**src/rtl/dds_loader_pkg.sv**
```systemverilog
package dds_loader_pkg;

  typedef enum logic [2:0] {
    ST_IDLE  = 3'd0,
    ST_SETUP = 3'd1,
    ST_WHI   = 3'd2,
    ST_WLO   = 3'd3,
    ST_FHI   = 3'd4,
    ST_FLO   = 3'd5
  } ldState_t;

  typedef struct packed {
    logic capture;
    logic advance;
  } dpCmd_t;

  function automatic int maxOf3(input int a, input int b, input int c);
    int m;
    m = a;
    if (b > m) m = b;
    if (c > m) m = c;
    return m;
  endfunction

endpackage

```
**src/rtl/dds_loader_dp.sv**
```systemverilog
module dds_loader_dp
  import dds_loader_pkg::*;
#(
  parameter int BYTES  = 5,
  parameter int BYTE_W = 8
) (
  input  logic                      clk,
  input  logic                      rst,
  input  dpCmd_t                    cmd,
  input  logic [BYTES*BYTE_W-1:0]   wordIn,
  output logic [BYTE_W-1:0]         busByte
);

  localparam int WORD_W = BYTES * BYTE_W;

  logic [WORD_W-1:0] shadow;

  generate
    if (BYTES > 1) begin : g_multi
      always_ff @(posedge clk) begin
        if (rst) begin
          shadow <= '0;
        end else if (cmd.capture) begin
          shadow <= wordIn;
        end else if (cmd.advance) begin
          shadow <= {shadow[WORD_W-BYTE_W-1:0], {BYTE_W{1'b0}}};
        end
      end
    end else begin : g_single
      always_ff @(posedge clk) begin
        if (rst) begin
          shadow <= '0;
        end else if (cmd.capture) begin
          shadow <= wordIn;
        end
      end
    end
  endgenerate

  assign busByte = shadow[WORD_W-1 -: BYTE_W];

endmodule

```
**src/rtl/dds_loader_ctrl.sv**
```systemverilog
module dds_loader_ctrl
  import dds_loader_pkg::*;
#(
  parameter int BYTES     = 5,
  parameter int SETUP_CYC = 2,
  parameter int PULSE_CYC = 2,
  parameter int HOLD_CYC  = 1
) (
  input  logic   clk,
  input  logic   rst,
  input  logic   start,
  output dpCmd_t cmd,
  output logic   byteStrobe,
  output logic   commitStrobe,
  output logic   busy,
  output logic   done
);

  localparam int MAX_LEN = maxOf3(SETUP_CYC, PULSE_CYC, HOLD_CYC);
  localparam int PH_W    = $clog2(MAX_LEN + 1);
  localparam int BIDX_W  = (BYTES > 1) ? $clog2(BYTES) : 1;
  localparam logic [PH_W-1:0]   SETUP_END = PH_W'(SETUP_CYC - 1);
  localparam logic [PH_W-1:0]   PULSE_END = PH_W'(PULSE_CYC - 1);
  localparam logic [PH_W-1:0]   HOLD_END  = PH_W'(HOLD_CYC - 1);
  localparam logic [BIDX_W-1:0] LAST_IDX  = BIDX_W'(BYTES - 1);

  ldState_t          state, stateNext;
  logic [PH_W-1:0]   phaseCnt;
  logic [BIDX_W-1:0] byteIdx;
  logic              phaseEnd;
  logic              lastByte;
  logic              doneR;

  always_comb begin
    case (state)
      ST_SETUP: phaseEnd = (phaseCnt == SETUP_END);
      ST_WHI:   phaseEnd = (phaseCnt == PULSE_END);
      ST_FHI:   phaseEnd = (phaseCnt == PULSE_END);
      ST_WLO:   phaseEnd = (phaseCnt == HOLD_END);
      ST_FLO:   phaseEnd = (phaseCnt == HOLD_END);
      default:  phaseEnd = 1'b0;
    endcase
  end

  assign lastByte = (byteIdx == LAST_IDX);

  always_comb begin
    stateNext   = state;
    cmd.capture = 1'b0;
    cmd.advance = 1'b0;
    case (state)
      ST_IDLE: begin
        if (start) begin
          stateNext   = ST_SETUP;
          cmd.capture = 1'b1;
        end
      end
      ST_SETUP: if (phaseEnd) stateNext = ST_WHI;
      ST_WHI:   if (phaseEnd) stateNext = ST_WLO;
      ST_WLO: begin
        if (phaseEnd) begin
          if (lastByte) begin
            stateNext = ST_FHI;
          end else begin
            stateNext   = ST_SETUP;
            cmd.advance = 1'b1;
          end
        end
      end
      ST_FHI:   if (phaseEnd) stateNext = ST_FLO;
      ST_FLO:   if (phaseEnd) stateNext = ST_IDLE;
      default:  stateNext = ST_IDLE;
    endcase
  end

  always_ff @(posedge clk) begin
    if (rst) begin
      state    <= ST_IDLE;
      phaseCnt <= '0;
      byteIdx  <= '0;
      doneR    <= 1'b0;
    end else begin
      state <= stateNext;
      doneR <= (state == ST_FLO) && phaseEnd;
      if (state == ST_IDLE || phaseEnd) begin
        phaseCnt <= '0;
      end else begin
        phaseCnt <= phaseCnt + 1'b1;
      end
      if (cmd.capture) begin
        byteIdx <= '0;
      end else if (cmd.advance) begin
        byteIdx <= byteIdx + 1'b1;
      end
    end
  end

  assign byteStrobe   = (state == ST_WHI);
  assign commitStrobe = (state == ST_FHI);
  assign busy         = (state != ST_IDLE);
  assign done         = doneR;

endmodule

```
**src/rtl/dds_word_loader.sv**
```systemverilog
module dds_word_loader
  import dds_loader_pkg::*;
#(
  parameter int BYTES     = 5,
  parameter int BYTE_W    = 8,
  parameter int SETUP_CYC = 2,
  parameter int PULSE_CYC = 2,
  parameter int HOLD_CYC  = 1
) (
  input  logic                    clk,
  input  logic                    rst,
  input  logic                    start,
  input  logic [BYTES*BYTE_W-1:0] wordIn,
  output logic [BYTE_W-1:0]       busBytes,
  output logic                    byteStrobe,
  output logic                    commitStrobe,
  output logic                    busy,
  output logic                    done
);

  dpCmd_t dpCmd;

  dds_loader_ctrl #(
    .BYTES     (BYTES),
    .SETUP_CYC (SETUP_CYC),
    .PULSE_CYC (PULSE_CYC),
    .HOLD_CYC  (HOLD_CYC)
  ) u_ctrl (
    .clk          (clk),
    .rst          (rst),
    .start        (start),
    .cmd          (dpCmd),
    .byteStrobe   (byteStrobe),
    .commitStrobe (commitStrobe),
    .busy         (busy),
    .done         (done)
  );

  dds_loader_dp #(
    .BYTES  (BYTES),
    .BYTE_W (BYTE_W)
  ) u_dp (
    .clk     (clk),
    .rst     (rst),
    .cmd     (dpCmd),
    .wordIn  (wordIn),
    .busByte (busBytes)
  );

endmodule

```
**config.mk**
```make
export PLATFORM = sky130hd
export DESIGN_NAME = dds_word_loader
export DESIGN_NICKNAME = d
export VERILOG_FILES = /design/src/rtl/dds_loader_pkg.sv /design/src/rtl/dds_loader_dp.sv /design/src/rtl/dds_loader_ctrl.sv /design/src/rtl/dds_word_loader.sv
export SDC_FILE = /design/constraint.sdc
export NUM_CORES = 1
export LEC_CHECK = 0
export ABC_AREA = 0
export BUFFER_PORTS_ARGS = -buffer_cell sky130_fd_sc_hd__buf_2
export CORE_ASPECT_RATIO = 1.1
export CORE_MARGIN = 4
export CORE_UTILIZATION = 53
export DETAILED_ROUTE_END_ITERATION = 16
export GPL_ROUTABILITY_DRIVEN = 1
export MAX_ROUTING_LAYER = met4
export PLACE_DENSITY = 0.91
export SETUP_SLACK_MARGIN = 0.3
export SLEW_MARGIN = 30
export SYNTH_ARGS = -nofsm -noshare
export SYNTH_HDL_FRONTEND = slang
export SYNTH_SLANG_ARGS = --single-unit
```
**constraint.sdc**
```tcl
create_clock -name clk -period 3.85 [get_ports clk]
set_input_delay 0.5775 -clock clk [delete_from_list [all_inputs] [get_ports clk]]
set_output_delay 0.5775 -clock clk [all_outputs]
set_load 0.005 [all_outputs]
```
==> results of run 1 <==
[final cells by class]
class                           count  area share [%]
Clock buffer                        5            2.59
Clock inverter                      3            1.74
Inverter                            8            1.13
Multi-Input combinational cell    197            44.1
Sequential cell                    49            36.9
Tap cell                           54            2.54
Timing Repair Buffer               57            11.0
[through the flow]
stage               area, um2  hold WS (ns)
global placement         2540         0.440
CTS                      2660         0.477
detailed placement       2540         0.466
global route             2660         0.493
floorplan                2390         0.432
finish                   2660         0.474
[kinds of logic after synthesis]
| kind of cell | after synthesis |
|---|---|
| AOI/OAI and AO/OA | 159 |
| DFF | 49 |
| buffers and inverters | 47 |
| and+or+nand+nor | 33 |
| adders and majority gates | 4 |
| muxes | 1 |
[power breakdown]
part / internal (mW) / switching, mW
clock network: 0.194 / 0.173
registers: 0.550 / 0.0254
logic: 0.0758 / 0.0936
[synthesized netlist by cell type]
library cell  instances  area share (%)
and4b_1               1            0.42
or3_1                 2            0.52
a2bb2oi_1             1            0.37
buf_6                 4             1.9
clkbuf_1             14             2.2
o31ai_1               1            0.31
a21oi_1              45             9.4
nand3_1               3            0.63
ha_1                  4             2.1
nand2b_1              1            0.26
and3b_1               1            0.37
nand2_1              14             2.2
nor4b_2               1            0.63
buf_2                12             2.5
clkbuf_2              1            0.21
nor2_1                1            0.16
and2_1                1            0.26
dfxtp_1              49              41
a31oi_1              33             8.6
nor4b_1               1            0.37
mux2_2                1            0.47
nand4b_1              1            0.37
o211ai_2              8             4.2
nor3_1                4            0.84
o21ai_1              33             6.9
nor3b_1               1            0.31
or4b_4                1            0.57
inv_1                 8             1.3
buf_4                 8             2.5
a221oi_1              2            0.73
o21ai_0              36             7.5
[critical path, stage by stage, from the launching register on]
cell and delay (ns):
dfxtp_1 0.62, nand4b_1 0.81, buf_4 0.50, o21ai_0 0.21, a21oi_1 0.09
[routing by layer]
layer	vias up	routed length [um]
met3	8	329
li1	1120	-
met1	1017	2340
met5	-	0
met2	82	2570
met4	0	72
[final timing paths]
kind / endpoint / slack (ns) / cells past startpoint
max: u_dp.shadow[14] / 1.48 / 4
min reg2reg: u_dp.shadow[3] / 0.47 / 2
max reg2reg: u_dp.shadow[14] / 1.48 / 4
min: u_dp.shadow[3] / 0.47 / 2
[flip-flops by register name, indices dropped and copies added (netlist names)]
register / cells
u_dp.shadow: 40
u_ctrl.phaseCnt: 2
u_ctrl.done: 1
u_ctrl.byteIdx: 3
u_ctrl.state: 3
==> results by group, run 1 <==
Synthesis
  – Mapped Nets: between 300 and 400
  – Synth cell types: 31
  – XOR/XNOR Fraction of Synth Area: 0%
  – Post-synthesis cell area: 2390 um2
  – Post-Syn Instances: 293
  – Simple-Gate Fraction of Synth Area: 7.89%
  – Post-synthesis sequential area ratio: around two fifths
  – Synth Area in Compound Gates: a little under two fifths
  – Avg Cell Area, Syn: around 8.2 um2
  – Main combinational cell family by area after synthesis: compound AO/OA/AOI/OAI gates
  – Flop and latch count out of synthesis: between 40 and 50
  – Multiplexer share of the synthesized area: 0.470%
  – Yosys warnings: 0
  – Adder-Cell Fraction of Synth Area: under 10%

Finish
  – Nets: about 370
  – Commonest non-fill, non-tap cell in the layout: buf_2
  – Multi-input logic area: 1170 um2
  – FILL cells: 374
  – Layout cells sized above 1: 24.5%
  – Commonest cells after routing, fill and taps aside: buf_2 (54), dfxtp_1 (49), a21oi_1 (45), o21ai_0 (36)
  – Diode count: 0
  – FF/Latch Area: 981 um2
  – Final Non-Filler Cells: 373
  – Final Util: 61.2%
  – P&R area growth vs syn: 11.1%

Clock tree
  – CTS sink cnt: 49
  – CTS tree: yes
  – Clock Latency Late Sink: ~0.30 ns
  – Cts repair resizes: 0
  – H-tree levels: 2
  – CTS clk-pin slew, worst paths: approximately 0.09 ns
  – Root Driver: clkbuf_8
  – CTS Buf Count: 5
  – CTS Buffer Depth: 2
  – CTS Hold Buffers Added: 0
  – Post-CTS setup buffers: 0

GRT
  – Met2 usage: 30.8%
  – GRT met1 Usage: 26.1%
  – Antenna violations before repair: 0
  – Largest net degree at the start of global routing: 42
  – All-Layer GR Usage: 19.8%
  – GR Util met3: 3.59%
  – Vias in the first global route: approximately 2000
  – First-pass GRT wire length: 9010 um
  – Top Usage Layer GRT: met2
  – GR Overflow Total: 0

Placed design
  – Placed insts: 365
  – Routability cong.: 0.815
  – Hpwl dp: 3530 um
  – Worst slack, placed: 1.56 ns
  – PortBufs: 54

Pwr
  – Power per cell area: between 400 and 500 nW/um2
  – VDD IR max: 242 uV
  – Leakage power figure: about 1.0 nW
  – Final Power: 1.11 mW

Routing
  – Detailed-route via count: 2227
  – Post-route antenna net violation count: 0
  – Drt via density: 5.97
  – Final WL: around 5300 um
  – DR iter-0 viols: 219
  – Drt pass-1 iters: 4
  – WL/cell: approximately 14 um
  – # DRC: 0

Die
  – Initial Utilization: around 55%
  – Die X-Extent: 72.1 um
  – Die Y: 78.5 um
  – # IOs: 55
  – Row count: 25
  – Die ar.: 5660 um2
  – Core Region: about 4300 um2

STA
  – Worst-margin pin slew: just under 0.9 ns
  – Fin. Hold Viols: 0
  – Setup TNS: 0 ns
  – Clock Skew: 0.00564 ns
  – RSZ-0062 raised after global routing: false
  – Final worst slack: 1.48 ns
  – Tmin final: ~2.4 ns
  – Final Setup Violations: 0
  – Slew Viols, Final: 0
  – Fmax: 423 MHz
  – Slew Limit Headroom: roughly 40%
  – Tcrit/Tclk final: approximately three fifths

Flow run
  – Number of max-cap violations: 0

Worst setup path
  – Startpoint types: flip-flop
  – Worst r2r src: u_ctrl.state[0]
  – CP required: 4.04 ns
  – Worst setup EP type: flip-flop
  – Crit path DAT: 2.56 ns
  – CP Class: flip-flop to flip-flop
  – CP max FO: 26
  – Critical Path Source: u_ctrl.state[0]

Run status
  – Status: complete, no violations

Min path
  – Worst hold path class: flip-flop to flip-flop
  – HP Start: u_dp.shadow[3]
Power figures use the tool's default switching activity.
==> inputs of run 2 (changes only) <==
==> constraint.sdc (replaced) <==
create_clock -name clk -period 2.3 [get_ports clk]
set_input_delay 0.345 -clock clk [delete_from_list [all_inputs] [get_ports clk]]
set_output_delay 0.345 -clock clk [all_outputs]
set_load 0.005 [all_outputs]
==> run 2 against run 1 <==
Against the previous run:
- clock power up 46%
- count of clock-buffer cells in the layout unchanged
- combinational power rose by 70%
- critical path type unchanged
- critical endpoint is now u_dp.shadow[22]
- highest routed layer unchanged
- largest power group unchanged
- maximum frequency up 35%
==> results by group, run 2 (same netlist as run 1, synthesis figures left out) <==
Run status
  – Status: complete, no violations (unchanged)

Routing
  – Drt pass-1 iters: 5 (was 4)
  – # DRC: 0 (unchanged)
  – Detailed-route via count: 2300 (was 2227)
  – DR iter-0 viols: 247 (was 219)
  – WL/cell: 15.1 um (was 14.2 um)
  – Post-route antenna net violation count: 0 (unchanged)
  – Drt via density: 6.05 (was 5.97)
  – Final WL: 5730 um (was 5320 um)

GRT
  – GR Overflow Total: 0 (unchanged)
  – Largest net degree at the start of global routing: 42 (unchanged)
  – Vias in the first global route: 2119 (was 1992)
  – All-Layer GR Usage: 20.5% (was 19.8%)
  – Antenna violations before repair: 0 (unchanged)
  – First-pass GRT wire length: 9200 um (was 9010 um)

Finish
  – Diode count: 0 (unchanged)
  – Commonest cells after routing, fill and taps aside: buf_2 (54), dfxtp_1 (49), a21oi_1 (45), o21ai_0 (36) (unchanged)
  – Reg with most FFs: u_dp.shadow (unchanged)
  – FF/Latch Area: 981 um2 (unchanged)
  – FILL cells: 386 (was 374)
  – Number of flip-flops under the largest register name: 40 (unchanged)
  – Final Non-Filler Cells: 380 (was 373)
  – P&R area growth vs syn: 12.3% (was 11.1%)
  – Multi-input logic area: 1170 um2 (about the same)
  – Layout cells sized above 1: 25.5% (was 24.5%)
  – Nets: 372 (was 365)
  – Largest registers: u_dp.shadow (40), u_ctrl.byteIdx (3), u_ctrl.state (3) (unchanged)
  – Commonest non-fill, non-tap cell in the layout: buf_2 (unchanged)

Die
  – # IOs: 55 (unchanged)
  – Die Y: 78.5 um (unchanged)
  – Row count: 25 (unchanged)
  – Die X-Extent: 72.1 um (unchanged)
  – Initial Utilization: 55.1% (unchanged)
  – Core Region: 4350 um2 (unchanged)
  – Die ar.: 5660 um2 (unchanged)

Clock tree
  – Root Driver: clkbuf_8 (unchanged)
  – Post-CTS setup buffers: 0 (unchanged)
  – CTS clk-pin slew, worst paths: 0.10 ns (was 0.09 ns)
  – CTS tree: yes (unchanged)
  – CTS Buffer Depth: 2 (unchanged)
  – CTS Buf Count: 5 (unchanged)
  – Clock Latency Late Sink: 0.31 ns (was 0.30 ns)
  – CTS Hold Buffers Added: 0 (unchanged)
  – CTS sink cnt: 49 (unchanged)
  – H-tree levels: 2 (unchanged)
  – Cts repair resizes: 0 (unchanged)

Placed design
  – Routability cong.: 0.772 (was 0.815)
  – Hpwl dp: 3660 um (was 3530 um)
  – Placed insts: 372 (was 365)
  – PortBufs: 54 (unchanged)

Min path
  – Worst hold path class: input pin to flip-flop (was flip-flop to flip-flop)
  – HP Start: wordIn[7] (was u_dp.shadow[3])
  – Hold Path Depth: 3 (was 2)
  – Min-Delay Endpoint: u_dp.shadow[7] (was u_dp.shadow[3])

Worst setup path
  – RR Endpoint: u_dp.shadow[22] (was u_dp.shadow[14])
  – Crit-path cells: and4b_1 -> buf_4 -> a31oi_1 -> a21oi_1 (was nand4b_1 -> buf_4 -> o21ai_0 -> a21oi_1)
  – CP max stage delay: 0.63 ns (was 0.81 ns)
  – FF-to-FF setup slack: 0.55 ns (was 1.48 ns)
  – CP delay by family, top: flip-flops (was simple AND/OR/NAND/NOR gates)
  – CP required: 2.55 ns (was 4.04 ns)
  – Cells on worst reg2reg path: 4 (unchanged)
  – Worst setup EP type: flip-flop (unchanged)
  – Crit path DAT: 2.00 ns (was 2.56 ns)
  – Buf+Inv Stages, Crit Path: 1 (unchanged)
  – Slowest-stage cell, CP: dfxtp_1 (was nand4b_1)
  – CP max FO: 17 (was 26)
  – Crit path depth: 4 (unchanged)
  – Worst r2r src: u_ctrl.state[0] (unchanged)
  – CP Class: flip-flop to flip-flop (unchanged)
  – Startpoint types: flip-flop (unchanged)

STA
  – Tmin final: 1.75 ns (was 2.37 ns)
  – Fin. Hold Viols: 0 (unchanged)
  – Final Setup Violations: 0 (unchanged)
  – Worst-margin pin slew: 0.484 ns (was 0.894 ns)
  – Clock Skew: 0.0123 ns (was 0.00564 ns)
  – Tcrit/Tclk final: 76.1% (was 61.4%)
  – Slew Limit Headroom: 67.7% (was 40.1%)
  – Fmax: 571 MHz (was 423 MHz)
  – Setup TNS: 0 ns (unchanged)
  – RSZ-0062 raised after global routing: false (unchanged)
  – Slew Viols, Final: 0 (unchanged)

Pwr
  – Power per cell area: 664 nW/um2 (was 418 nW/um2)
  – Leakage power figure: 1.02 nW (was 0.999 nW)
  – Final Power: 1.79 mW (was 1.11 mW)
  – VDD IR max: 326 uV (was 242 uV)

Flow run
  – Number of max-cap violations: 0 (unchanged)
-- run 2: changes by cell type in the layout (fill, tap and decap cells not counted), sizes merged --
| cell | previous run | this run |
|---|---|---|
| buf | 57 | 64 |
| bufinv | 1 | 0 |
| clkinv | 1 | 0 |
| clkinvlp | 1 | 2 |
| inv | 8 | 9 |
-- run 2: area by class of cell --
class | count | area share (%)
Multi-Input combinational cell | 197 | 43.5
Sequential cell | 49 | 36.5
Timing Repair Buffer | 64 | 12.8
Clock buffer | 5 | 2.56
Tap cell | 54 | 2.51
Inverter | 8 | 1.12
Clock inverter | 3 | 0.977
-- run 2: metal layers --
metal,track usage [%],vias to the layer above,wire [um]
met5,-,-,0
met4,7.33,0,76
met3,3.84,6,434
met2,34.7,100,2820
met1,24.0,1062,2400
li1,-,1132,-
-- run 2: worst max path at each step --
stage	from	to	slack, ns
global placement	u_ctrl.state[2]	u_dp.shadow[21]	0.63
detailed placement	u_ctrl.state[2]	u_dp.shadow[21]	0.61
CTS	u_ctrl.state[0]	u_dp.shadow[22]	0.57
finish	u_ctrl.state[0]	u_dp.shadow[22]	0.55
global route	u_ctrl.state[0]	u_dp.shadow[31]	0.40
floorplan	u_ctrl.phaseCnt[0]	u_dp.shadow[14]	0.85
-- run 2: where the power goes --
group          leakage [nW]  internal (mW)  switching, mW  total [mW]
clock network        0.0423          0.222          0.314       0.535
logic                 0.574          0.128          0.160       0.288
registers             0.404          0.920         0.0435       0.964
total                  1.02           1.27          0.517        1.79
-- run 2: worst min-delay path: cells and delay by family --
family | cells | cell delay, ns
buffers and inverters | 1 | 0.09
AO/OA/AOI/OAI | 1 | 0.05
AND/OR/NAND/NOR | 1 | 0.04
-- run 2: stage by stage --
stage	setup slack (ns)	util (%)	instance area, um2	hold WS (ns)
finish	0.550	61.8	2690	0.271
global route	0.403	61.8	2690	0.265
CTS	0.573	61.8	2690	0.268
detailed placement	0.608	59.7	2590	0.458
global placement	0.634	59.7	2590	0.442
floorplan	0.846	-	2390	0.421
==> inputs of run 3 (changes only) <==
--- a/config.mk
+++ b/config.mk
@@ -9,11 +9,11 @@
 export BUFFER_PORTS_ARGS = -buffer_cell sky130_fd_sc_hd__buf_2
 export CORE_ASPECT_RATIO = 1.1
 export CORE_MARGIN = 4
-export CORE_UTILIZATION = 53
+export CORE_UTILIZATION = 48
 export DETAILED_ROUTE_END_ITERATION = 16
 export GPL_ROUTABILITY_DRIVEN = 1
 export MAX_ROUTING_LAYER = met4
-export PLACE_DENSITY = 0.91
+export PLACE_DENSITY = 0.87
 export SETUP_SLACK_MARGIN = 0.3
 export SLEW_MARGIN = 30
 export SYNTH_ARGS = -nofsm -noshare
==> constraint.sdc (replaced) <==
create_clock -name clk -period 1.45 [get_ports clk]
set_input_delay 0.2175 -clock clk [delete_from_list [all_inputs] [get_ports clk]]
set_output_delay 0.2175 -clock clk [all_outputs]
set_load 0.005 [all_outputs]
==> run 3 against run 2 <==
Against the previous run:
- the flow now finishes with violations (negative setup slack)
- sequential cell count did not move
- total power grew 96%
- combinational power rose to 3.4 times the previous value
- global-route usage rose by 4.3 points
- routed wire length is 74% higher
- die area grew 9.3%
- utilization is 17 points higher
- via count increased by 28%
- final area rose by 39%
- critical endpoint is now u_dp.shadow[15]
==> results by group, run 3 (same netlist as run 1, synthesis figures left out) <==
Run status
  – Status: finished with violations (was complete, no violations)
  – Failing checks: negative setup slack

Clock tree
  – Clock Latency Late Sink: 0.31 ns (about the same)
  – CTS sink cnt: 49 (unchanged)
  – CTS tree: yes (unchanged)
  – CTS Buffer Depth: 2 (unchanged)
  – CTS Hold Buffers Added: 0 (unchanged)
  – CTS Buf Count: 5 (unchanged)
  – H-tree levels: 2 (unchanged)
  – CTS clk-pin slew, worst paths: 0.09 ns (was 0.10 ns)
  – Root Driver: clkbuf_8 (unchanged)

Finish
  – Number of flip-flops under the largest register name: 40 (unchanged)
  – Commonest non-fill, non-tap cell in the layout: o21ai_1 (was buf_2)
  – Diode count: 0 (unchanged)
  – FILL cells: 276 (was 386)
  – Final Non-Filler Cells: 422 (was 380)
  – Reg with most FFs: u_dp.shadow (unchanged)
  – Nets: 413 (was 372)
  – Fin area: 3740 um2 (was 2690 um2)
  – Commonest cells after routing, fill and taps aside: o21ai_1 (62), buf_2 (54), dfxtp_1 (42), a21oi_1 (30), buf_4 (20) (was buf_2 (54), dfxtp_1 (49), a21oi_1 (45), o21ai_0 (36))
  – P&R area growth vs syn: 56.2% (was 12.3%)
  – Final Util: 78.8% (was 61.8%)
  – Layout cells sized above 1: 51.9% (was 25.5%)
  – Largest registers: u_dp.shadow (40), u_ctrl.byteIdx (3), u_ctrl.state (3) (unchanged)

GRT
  – First-pass GRT wire length: 11500 um (was 9200 um)
  – Largest net degree at the start of global routing: 29 (was 42)
  – GR Util met3: 5.88% (was 3.84%)
  – Top Usage Layer GRT: met2 (unchanged)
  – Met2 usage: 37.6% (was 34.7%)
  – GR Overflow Total: 0 (unchanged)
  – Antenna violations before repair: 0 (unchanged)
  – GRT met1 Usage: 31.3% (was 24.0%)
  – All-Layer GR Usage: 24.8% (was 20.5%)
  – Vias in the first global route: 2434 (was 2119)

Placed design
  – Placed Area: 2750 um2 (was 2590 um2)
  – PortBufs: 54 (unchanged)
  – Placed insts: 383 (was 372)
  – Routability cong.: 0.862 (was 0.772)
  – Hpwl dp: 3970 um (was 3660 um)

STA
  – Slew Viols, Final: 0 (unchanged)
  – RSZ-0062 raised after global routing: true (was false)
  – Tmin final: 1.68 ns (was 1.75 ns)
  – Fmax: 594 MHz (was 571 MHz)
  – Worst-margin pin slew: 0.407 ns (was 0.484 ns)
  – Clock Skew: 0.00367 ns (was 0.0123 ns)
  – Fin. Hold Viols: 0 (unchanged)
  – Slew Limit Headroom: 72.9% (was 67.7%)
  – Final Setup Violations: 45 (was 0)
  – Final worst slack: -0.234 ns (was 0.550 ns)
  – Tcrit/Tclk final: 116% (was 76.1%)

Flow run
  – Number of max-cap violations: 0 (unchanged)

Min path
  – Worst hold path class: input pin to flip-flop (unchanged)
  – Hold Path Depth: 3 (unchanged)

Worst setup path
  – CP Class: flip-flop to flip-flop (unchanged)
  – Worst setup EP type: flip-flop (unchanged)
  – Crit path DAT: 1.88 ns (was 2.00 ns)
  – Startpoint types: flip-flop (unchanged)
  – CP max FO: 14 (was 17)
  – CP required: 1.65 ns (was 2.55 ns)
  – Cells on worst reg2reg path: 5 (was 4)

Die
  – Die X-Extent: 75.3 um (was 72.1 um)
  – Row count: 26 (was 25)
  – Initial Utilization: 50.4% (was 55.1%)
  – Core Region: 4750 um2 (was 4350 um2)
  – Die Y: 82.1 um (was 78.5 um)
  – # IOs: 55 (unchanged)
  – Die ar.: 6180 um2 (was 5660 um2)

Routing
  – Post-route antenna net violation count: 0 (unchanged)
  – Drt via density: 6.96 (was 6.05)
  – Detailed-route via count: 2937 (was 2300)
  – Drt pass-1 iters: 5 (unchanged)
  – Final WL: 9960 um (was 5730 um)
  – DR iter-0 viols: 416 (was 247)
  – WL/cell: 23.6 um (was 15.1 um)
  – # DRC: 0 (unchanged)

Pwr
  – Leakage power figure: 1.44 nW (was 1.02 nW)
  – Power per cell area: 935 nW/um2 (was 664 nW/um2)
  – VDD IR max: 620 uV (was 326 uV)
  – Final Power: 3.50 mW (was 1.79 mW)
run 3: changes by cell type in the layout (fill, tap and decap cells not counted), moves of 8 or more:
cell / change
o21ai_1: +29
o21ai_0: -33
a21oi_2: +15
a31oi_1: -16
buf_4: +10
a31oi_2: +9
buf_12: +8
a21oi_1: -15
nand2_1: -9
buf_6: +12
run 3: worst paths after layout:
| check | from | to | slack, ns |
|---|---|---|---|
| worst max-delay path | u_ctrl.state[2] | u_dp.shadow[15] | -0.23 |
| worst min-delay path | wordIn[3] | u_dp.shadow[3] | 0.13 |
| worst max register to register | u_ctrl.state[2] | u_dp.shadow[15] | -0.23 |
| worst min register to register | u_ctrl.phaseCnt[0] | u_ctrl.phaseCnt[0] | 0.45 |
run 3: power by group:
| group | switching (mW) | internal, mW | total (mW) |
|---|---|---|---|
| clock network | 0.480 | 0.502 | 0.982 |
| logic | 0.469 | 0.498 | 0.966 |
| registers | 0.0882 | 1.46 | 1.55 |
run 3: worst max-delay path, cell delays in order, from the launching register on:
cell     delay, ns
dfxtp_2       0.36
buf_4         0.15
or4b_4        0.57
buf_12        0.20
o21ai_1       0.22
a21oi_2       0.07
run 3: area by class of cell:
cell class / instances / area (um2) / share of cell area [%]
repair buffers: 105 / 988 / 26.4
inverters: 8 / 45.0 / 1.20
well taps: 56 / 70.1 / 1.87
multi-input cells: 197 / 1540 / 41.3
clock buffers: 5 / 68.8 / 1.84
clock inverters: 2 / 35.0 / 0.936
flip-flops and latches: 49 / 990 / 26.5
run 3: per-stage QoR:
stage,TNS [ns],setup WS (ns),hold slack (ns)
final,-6.84,-0.234,0.131
after global routing,-8.84,-0.266,0.139
after CTS,-0.872,-0.0401,0.139
after detailed placement,0,0.0350,0.429
after global placement,0,0.107,0.423
after floorplan,0,0.0939,0.287
run 3: metal layers:
layer / up-vias / routed length (um)
li1: 1239 / -
met1: 1363 / 3390
met2: 267 / 4790
met3: 68 / 1150
met4: 0 / 625
met5: - / 0
run 3: what timing repair did:
item                                    CTS  global route
gates resized for setup                  30            66
pin swaps                                14            48
endpoints found under the setup margin   50            51
buffers inserted                         10             9
cloned                                    4             9
